--- src/rtl/pfg_pkg.sv ---
package pfg_pkg;

    typedef enum logic [1:0] {
        PH_RUN     = 2'd0,
        PH_DRAIN   = 2'd1,
        PH_HOLD    = 2'd2,
        PH_RECOVER = 2'd3
    } phase_e;

    localparam int unsigned NBANK = 2;

endpackage

--- src/rtl/pfg_bank_dec.sv ---
module pfg_bank_dec #(
    parameter int unsigned NB    = 2,
    localparam int unsigned SEL_W = (NB > 1) ? $clog2(NB) : 1
) (
    input  logic             ce_n,
    input  logic             en,
    input  logic [SEL_W-1:0] sel,
    output logic [NB-1:0]    out_n
);

    // One comparator per bank; a bank is enabled only when passing is allowed.
    for (genvar i = 0; i < NB; i++) begin : g_bank
        always_comb begin
            out_n[i] = 1'b1;
            if (en && !ce_n && (sel == SEL_W'(i))) begin
                out_n[i] = 1'b0;
            end
        end
    end

endmodule

--- src/rtl/pfg_seq.sv ---
module pfg_seq
    import pfg_pkg::*;
#(
    parameter int unsigned WP_CYCLES  = 37500,
    parameter int unsigned REC_CYCLES = 10000000,
    parameter int unsigned CNT_W      = 24
) (
    input  logic   clk,
    input  logic   rst,
    input  logic   pwr_fail,
    input  logic   ce_n,
    input  logic   bank_sel,
    output phase_e phase,
    output logic   drain_bank
);

    localparam logic [CNT_W-1:0] WP_LAST  = CNT_W'(WP_CYCLES - 1);
    localparam logic [CNT_W-1:0] REC_LAST = CNT_W'(REC_CYCLES - 1);

    typedef struct packed {
        phase_e           ph;
        logic [CNT_W-1:0] cnt;
        logic             bank;
    } seq_t;

    seq_t st_d, st_q;

    always_comb begin
        st_d = st_q;
        unique case (st_q.ph)
            PH_RUN: begin
                if (pwr_fail) begin
                    st_d.cnt = '0;
                    if (!ce_n) begin
                        st_d.ph   = PH_DRAIN;
                        st_d.bank = bank_sel;
                    end else begin
                        st_d.ph = PH_HOLD;
                    end
                end
            end
            PH_DRAIN: begin
                if (ce_n || (st_q.cnt == WP_LAST)) begin
                    st_d.ph  = PH_HOLD;
                    st_d.cnt = '0;
                end else begin
                    st_d.cnt = st_q.cnt + 1'b1;
                end
            end
            PH_HOLD: begin
                if (!pwr_fail) begin
                    st_d.ph  = PH_RECOVER;
                    st_d.cnt = '0;
                end
            end
            PH_RECOVER: begin
                if (pwr_fail) begin
                    st_d.ph  = PH_HOLD;
                    st_d.cnt = '0;
                end else if (st_q.cnt == REC_LAST) begin
                    st_d.ph  = PH_RUN;
                    st_d.cnt = '0;
                end else begin
                    st_d.cnt = st_q.cnt + 1'b1;
                end
            end
            default: st_d.ph = PH_HOLD;
        endcase
    end

    always_ff @(posedge clk) begin
        if (rst) begin
            st_q.ph   <= PH_RECOVER;
            st_q.cnt  <= '0;
            st_q.bank <= 1'b0;
        end else begin
            st_q <= st_d;
        end
    end

    assign phase      = st_q.ph;
    assign drain_bank = st_q.bank;

endmodule

--- src/rtl/pfg_top.sv ---
module pfg_top
    import pfg_pkg::*;
#(
    parameter int unsigned WP_CYCLES  = 37500,
    parameter int unsigned REC_CYCLES = 10000000,
    localparam int unsigned CNT_MAX   = (WP_CYCLES > REC_CYCLES) ? WP_CYCLES : REC_CYCLES,
    localparam int unsigned CNT_W     = $clog2(CNT_MAX + 1)
) (
    input  logic clk,
    input  logic rst,
    input  logic pwr_fail,
    input  logic ce_n,
    input  logic bank_sel,
    output logic ce_out1_n,
    output logic ce_out2_n,
    output logic sys_reset
);

    phase_e           phase;
    logic             drain_bank;
    logic             pass_en;
    logic             eff_sel;
    logic [NBANK-1:0] bank_n;

    pfg_seq #(
        .WP_CYCLES (WP_CYCLES),
        .REC_CYCLES(REC_CYCLES),
        .CNT_W     (CNT_W)
    ) u_seq (
        .clk       (clk),
        .rst       (rst),
        .pwr_fail  (pwr_fail),
        .ce_n      (ce_n),
        .bank_sel  (bank_sel),
        .phase     (phase),
        .drain_bank(drain_bank)
    );

    // The bank is frozen while an interrupted access drains.
    always_comb begin
        pass_en = (phase == PH_RUN) || (phase == PH_DRAIN);
        eff_sel = (phase == PH_DRAIN) ? drain_bank : bank_sel;
    end

    pfg_bank_dec #(.NB(NBANK)) u_dec (
        .ce_n (ce_n),
        .en   (pass_en),
        .sel  (eff_sel),
        .out_n(bank_n)
    );

    assign ce_out1_n = bank_n[0];
    assign ce_out2_n = bank_n[1];
    assign sys_reset = (phase == PH_HOLD) || (phase == PH_RECOVER);

endmodule

--- config.mk ---
export PLATFORM = sky130hd
export DESIGN_NAME = pfg_top
export DESIGN_NICKNAME = d
export VERILOG_FILES = /design/src/rtl/pfg_pkg.sv /design/src/rtl/pfg_bank_dec.sv /design/src/rtl/pfg_seq.sv /design/src/rtl/pfg_top.sv
export SDC_FILE = /design/constraint.sdc
export NUM_CORES = 1
export LEC_CHECK = 0
export ABC_AREA = 1
export BUFFER_PORTS_ARGS = -buffer_cell sky130_fd_sc_hd__buf_2
export CAP_MARGIN = 10
export CORE_MARGIN = 5
export CORE_UTILIZATION = 55
export CTS_BUF_LIST = sky130_fd_sc_hd__clkbuf_8
export CTS_CLUSTER_SIZE = 40
export DETAILED_ROUTE_END_ITERATION = 16
export GPL_ROUTABILITY_DRIVEN = 0
export HOLD_SLACK_MARGIN = 0.1
export PLACE_DENSITY_LB_ADDON = 0.05
export SLEW_MARGIN = 20
export SYNTH_ARGS = -nofsm -noshare
export SYNTH_HDL_FRONTEND = slang
export SYNTH_SLANG_ARGS = --single-unit
--- constraint.sdc ---
create_clock -name clk -period 1.8 [get_ports clk]
set_clock_uncertainty 0.1 [all_clocks]
set_input_delay 0.09 -clock clk [delete_from_list [all_inputs] [get_ports clk]]
set_output_delay 0.09 -clock clk [all_outputs]
set_load 0.01 [all_outputs]
# --- Word-level counts from Yosys, hierarchy flattened ---
# Cells that the tools add are included.
word_totals:
  reg_bits: 27
  out_inout_bits: 3
  inputBits: 5
  wordCells: 39
op_classes:
  n_mux: 13
  n_eq_ne: 9
  n_bitwise: 2
  n_reduce_logical: 11
  n_addsub: 1
op_table:
  columns: ["operator", "n"]
  rows:
  - ["$pmux 26 s4", 1]
  - ["$mux 26", 2]
  - ["$mux 24", 2]
  - ["$mux 27", 1]
  - ["$add 24x1->24 const B", 1]
  - ["$eq 24x16->1 const B", 1]
  - ["$eq 24x24->1 const B", 1]
  - ["$mux 2", 3]
  - ["$eq 2x2->1 const B", 2]
  - ["$mux 1", 4]
  - ["$ne 2x2->1 const B", 2]
  - ["$reduce_and 4->1", 1]
  - ["$logic_and 1x1->1", 3]
  - ["$logic_or 1x1->1", 3]
  - ["$ne 3x2->1 const B", 1]
  - ["$reduce_and 3->1", 1]
  - ["$eq 2x1->1 const B", 1]
  - ["$logic_not 2->1", 1]
  - ["$ne 2x1->1 const B", 1]
  - ["$not 1->1", 2]
  - ["$reduce_and 2->1", 1]
  - ["$logic_not 1->1", 1]

# --- Logic depth before layout (Yosys ltp) ---
logic_depth:
  ltp_word: 5
  mapped_depth: 12
  ltp_nobuf: 10

# --- Cells and area by module ---
# Synthesis repeated with hierarchy kept, for this count alone.
hier_totals:
  cells_unflattened: 277
  area_unflattened_um2: 1805.5
modules_own_cells:
  columns: ["module", "area_each_um2", "cells_per_inst", "n_inst", "seq_area_each_um2"]
  rows:
  - ["pfg_seq", 1756.7, 267, 1, 540.5]
  - ["pfg_top", 26.3, 6, 1, 0.0]
  - ["pfg_bank_dec", 22.5, 4, 1, 0.0]

# --- Least setup slack after synthesis ---
# No wires, ideal clock.
synth_path:
  path_kind: "reg2reg"
  start: "register u_seq.st_q[1] in the netlist's numbering"
  end: "register u_seq.st_q[20] in the netlist's numbering"
  setup_time_ps: 118
  path_buffers: 1
  path_slack_ps: 153
  arrival_ps: 1428
  stages_incl_launch_ff: 10
  t_required_ps: 1582
  period_less_slack_ps: 1647
  cell_sequence: "dfxtp_1 ha_1 nand2_1 nor2_1 a21oi_1 nor2_2 nand3_4 nand2_4 buf_12 nor2_4"
synth_between:
  elab_chain_len: 4
  word_cells_on_any_way: 8
  classes_between: "add/sub (1); eq/ne (2); mux (4); reduce/logical (1)"
synth_rtl:
  columns: ["element", "line", "text"]
  rows:
  - ["start: declaration", "pfg_seq.sv:26", "seq_t st_d, st_q;"]
  - ["start signal: assignment", "pfg_seq.sv:77", "st_q <= st_d;"]
  - ["$add 24x1->24, or another cell as far along", "pfg_seq.sv:47, pfg_seq.sv:64", null]
  - ["$mux 24 / $logic_or 1x1->1 (equally long branches)", "pfg_seq.sv:60, pfg_seq.sv:43", null]
  - ["$mux 26 / $mux 24 (equally long branches)", "pfg_seq.sv:57, pfg_seq.sv:43", null]
  - ["$pmux 26 s4 (*)", "pfg_seq.sv:30", "unique case (st_q.ph)"]
# Every way passes the cells marked *; elsewhere a longest branch is shown, timed or not.
# A chain may end at the register's enable or synchronous reset.

# --- Worst setup path after layout ---
layout_path:
  start: "register u_seq.st_q[1] in the netlist's numbering"
  end: "register u_seq.st_q[23] in the netlist's numbering"
# Same word-level chain as after synthesis.

==> reports/results.txt <==
The overall via count from detail_route came out at 1626. STA classifies the critical path endpoint as a flip-flop. The number of global-route vias before repair is 1543, and the share of synthesized area occupied by flip-flops and latches is 0.3146. Summing every instance area after synthesis gives 1718 sq um.

The worst max-slew margin expressed relative to the limit was 0.8240. The length in cells of the worst reg-to-reg path is 9. The total routing usage reported by global routing is 0.1964. Type of origin of the critical path: a flip-flop. The worst reg2reg path endpoint is u_seq.st_q[23].

The run finished with clean final reports. Summed over all nets, the switching power comes to 619.9 uW. Number of antenna repair diodes: 0.

Class of the worst hold path: in -> reg. The final antenna-violating net count came out at 0. The maximum number of pins on one net before global-route repair came out at 19.

Most used flip-flop cell after synthesis: sky130_fd_sc_hd__dfxtp_1. The first TritonRoute pass finished after 4 iterations. Including well taps, the total number of placed cells is 321. The kind of cell with the highest combined delay along the critical path is simple AND/OR/NAND/NOR gates. Yosys mapped a number of flops with a built-in enable equal to 0. The logs give 0 for the final global-route overflow total and 590.3 MHz for the peak clock frequency supported by timing. The first global-routing pass estimated 6658 um of wire. The net switching fraction of the power came out at 0.3829. In the routed layout, each cell is associated on average with a via count of 4.942. The HPWL after detailed placement is 2802 um. The worst hold path terminates at u_seq.phase[1]. Data on the critical path is required at its endpoint by 1930 ps.

Clock tree synthesis inserted a total of 3 buffers. In this run the most critical hold path is launched from ce_n. After detailed routing, the total wire length is 3710 um. In the final design database the tool counted 292 nets.

In this run the tool buffered the top-level ports with 7 buffer cells. The worst setup path is of the reg -> reg kind. The final routed wire length divided by cell count was 11.28 um; the initial DRC count was 87. After floorplanning, the core was divided into 20 placement rows. The floorplan step defined a core boundary enclosing 3028 sq um. The layout-stage area growth over the synthesis result was 12.53%; the number of distinct standard cells referenced by the synthesized netlist was 30.

Hold is met by 228.8 ps. The peak supply drop came out at 516.2 uV. The effective utilization at floorplan is 0.5674. Leaving out fill and tap cells, the most frequent cells in the layout are 73 x sky130_fd_sc_hd__nand2_1, 39 x sky130_fd_sc_hd__inv_1, 39 x sky130_fd_sc_hd__nor2_1. The logs give 0 for the number of endpoints failing setup at the final stage and 1820 ps for the data arrival time of the critical path.

Counting both buffers and inverters, the worst setup path holds a total of 0. The most frequent standard cell in the layout excluding fill and tap cells is sky130_fd_sc_hd__nand2_1. The total number of H-tree levels is 1, and the number of I/O pins is 8.

The clock reaches the later pin of the worst-skew pair after 280 ps. The number of nets in the synthesized netlist is 276. The post-synthesis sequential element count works out to 27. Yosys attributes the largest share of cell area to sky130_fd_sc_hd__dfxtp_1 31%, sky130_fd_sc_hd__nand2_1 16%, sky130_fd_sc_hd__nor2_1 9.8%.

The cell area after placement is 1798 sq um, and the mean instance size in the synthesized netlist is 6.363 sq um. The final cycle utilization of the critical path came out at 0.9411. Clock tree synthesis found a total of 27 sinks. TritonCTS built the clock tree.

Counting every instance in the synthesized netlist gives 270. The run gives 999.0 uW as the internal power of the cells. The met3 capacity usage during global routing was 0.02721. Async set-or-reset flop fraction in the synthesized netlist: 0. For this run, the number of standard cells in the final layout without fillers is 329.

In this run the register-to-register setup slack is 110 ps. The analysis attributes to cell leakage a power of 0.0008472 uW. The die covers 4341 sq um. After clock tree synthesis, the setup repair step added 0 buffers. The met2 demand-to-capacity share in global routing was 0.3229. The clock root buffer was sky130_fd_sc_hd__clkbuf_8. The instance count along the most critical hold path came out at 5. The floorplan step set the die width to 65.89 um. For the number of max-slew violations in the final report, the log shows 0.

The number of antenna violations at the first check in global routing is 0. The fraction of layout cells with a size suffix above 1 was 0.1719; the count of max-cap constraint violations was 0. The worst-case setup margin in the final layout came out at 106.0 ps.

Counting along the longest clock path gives a buffer depth of 2. Count of unresolved DRC violations after routing: 0. Reg-to-reg startpoint: u_seq.st_q[1]. The biggest fanout along the worst timing path was 4. Measured along the y axis, the die boundary spans 65.89 um.

The final critical delay including setup and external delays came out at 1694 ps. For the pin with the worst max-slew slack, the measured transition is 262.0 ps. Cell occurring most often along the worst timing path: sky130_fd_sc_hd__nand2_1.

The largest single stage delay on the critical path is 360 ps. The proportion of power drawn by the clock network is 0.216, and the cell area power density is 837.5 nW/um^2. Clock slew at the register clock pins of the worst setup and hold paths: 90 ps. Summed over all instances, the cell type with the most area after synthesis is sky130_fd_sc_hd__dfxtp_1. For the power share of the combinational group, the log shows 0.353. The tools report the final standard cell utilization of the core as 0.6384. Timing analysis after detailed placement gives a worst setup slack of 2.449 ps. The logs give 0.431 for the share of power burned in registers and 1933 sq um for the final non-filler cell area. The run gives 0 as the number of hold-slack violations in the final timing report. The largest individual stage delay along the critical path comes from the cell sky130_fd_sc_hd__dfxtp_2. The met1 capacity usage during global routing is 0.2581. The share of the synthesized area in the top cell type came out at 0.3146.

The busiest layer in global routing is met2. The number of warning messages in the yosys log came out at 0. Walking the worst path, the cells encountered are ha_1, nand2_1, nor2_2, nand3_2, nor3_4, nand2_1, nand2_1, nand2_1, nor2_4.
[cell usage after synthesis, types with 2 or more instances]
master                      n
sky130_fd_sc_hd__nand3b_1   2
sky130_fd_sc_hd__inv_1     39
sky130_fd_sc_hd__nand3_1   20
sky130_fd_sc_hd__nand2_2    2
sky130_fd_sc_hd__buf_4      2
sky130_fd_sc_hd__nand2_1   73
sky130_fd_sc_hd__o21ai_0    3
sky130_fd_sc_hd__xor2_1     6
sky130_fd_sc_hd__inv_2      3
sky130_fd_sc_hd__nand4_1   11
sky130_fd_sc_hd__nor2_2     8
sky130_fd_sc_hd__nor2_4     5
sky130_fd_sc_hd__dfxtp_1   27
sky130_fd_sc_hd__nor2_1    45
sky130_fd_sc_hd__nor3_1     4
sky130_fd_sc_hd__xnor2_1    2
sky130_fd_sc_hd__a21oi_1    5
[per-stage QoR]
stage | TNS [ps] | power, uW
final | 0 | 1619
after floorplan | 0 | 1162
after global routing | -73.35 | 1746
after global placement | 0 | 1226
after CTS | 0 | 1604
after detailed placement | 0 | 1234
[area by class of cell]
type	instances	area (sq um)
fill	305	1095
multi-input combinational	195	1007
sequential	27	544.3
inverter	42	161.4
timing repair buffer	17	120.1
tap	44	55.05
clock buffer	3	41.29
clock inverter	1	3.754
[how the worst max path moves through the flow]
| stage | from | endpoint | slack, ps | depth (start not counted) |
|---|---|---|---|---|
| floorplan | u_seq.st_q[1] | u_seq.st_q[20] | 150 | 9 |
| detailed placement | u_seq.st_q[1] | u_seq.st_q[19] | 2 | 8 |
| global placement | u_seq.st_q[1] | u_seq.st_q[15] | 50 | 8 |
| CTS | u_seq.phase[1] | u_seq.drain_bank | 30 | 5 |
| global route | u_seq.st_q[1] | u_seq.st_q[23] | -40 | 9 |
| finish | u_seq.st_q[1] | u_seq.st_q[23] | 110 | 9 |
[kinds of logic after synthesis]
kind of cell | count (synthesis) | share of synthesized area
adders and majority gates | 1 | 0.007282
xor gates and xnor gates | 8 | 0.04079
AOI/OAI and AO/OA | 10 | 0.03204
buffers and inverters | 48 | 0.1238
DFF | 27 | 0.3146
and+or+nand+nor | 175 | 0.4756
muxes | 1 | 0.005827
[worst reg2reg max path: stages, from the launching register on]
cell and delay (ps):
sky130_fd_sc_hd__dfxtp_2 360, sky130_fd_sc_hd__ha_1 160, sky130_fd_sc_hd__nand2_1 80, sky130_fd_sc_hd__nor2_2 150
sky130_fd_sc_hd__nand3_2 190, sky130_fd_sc_hd__nor3_4 310, sky130_fd_sc_hd__nand2_1 90, sky130_fd_sc_hd__nand2_1 60
sky130_fd_sc_hd__nand2_1 70, sky130_fd_sc_hd__nor2_4 70
[power by group through the flow]
stage	combinational, uW	sequential [uW]	clock (uW)
after global placement	524	702	0
after CTS	556	690	359
after detailed placement	530	703	0
final	572	697	349
after global routing	651	705	390
after floorplan	483	679	0
[state kept, by name (all words and copies together) (netlist names)]
register          flops
u_seq.st_q           24
u_seq.phase           2
u_seq.drain_bank      1
[per-layer routing]
metal,up-vias,wire [um]
li1,862,-
met1,730,1834
met5,-,0
met4,0,54
met2,29,1668
met3,5,152
[what timing repair did]
action,4_1_cts,5_1_grt
gates resized for setup,1,15
endpoints found under the setup margin,8,26
endpoints found under the hold margin,4,0
hold buffers,4,0
pin swaps,0,2
No activity file was read; power rests on OpenSTA's default activity.
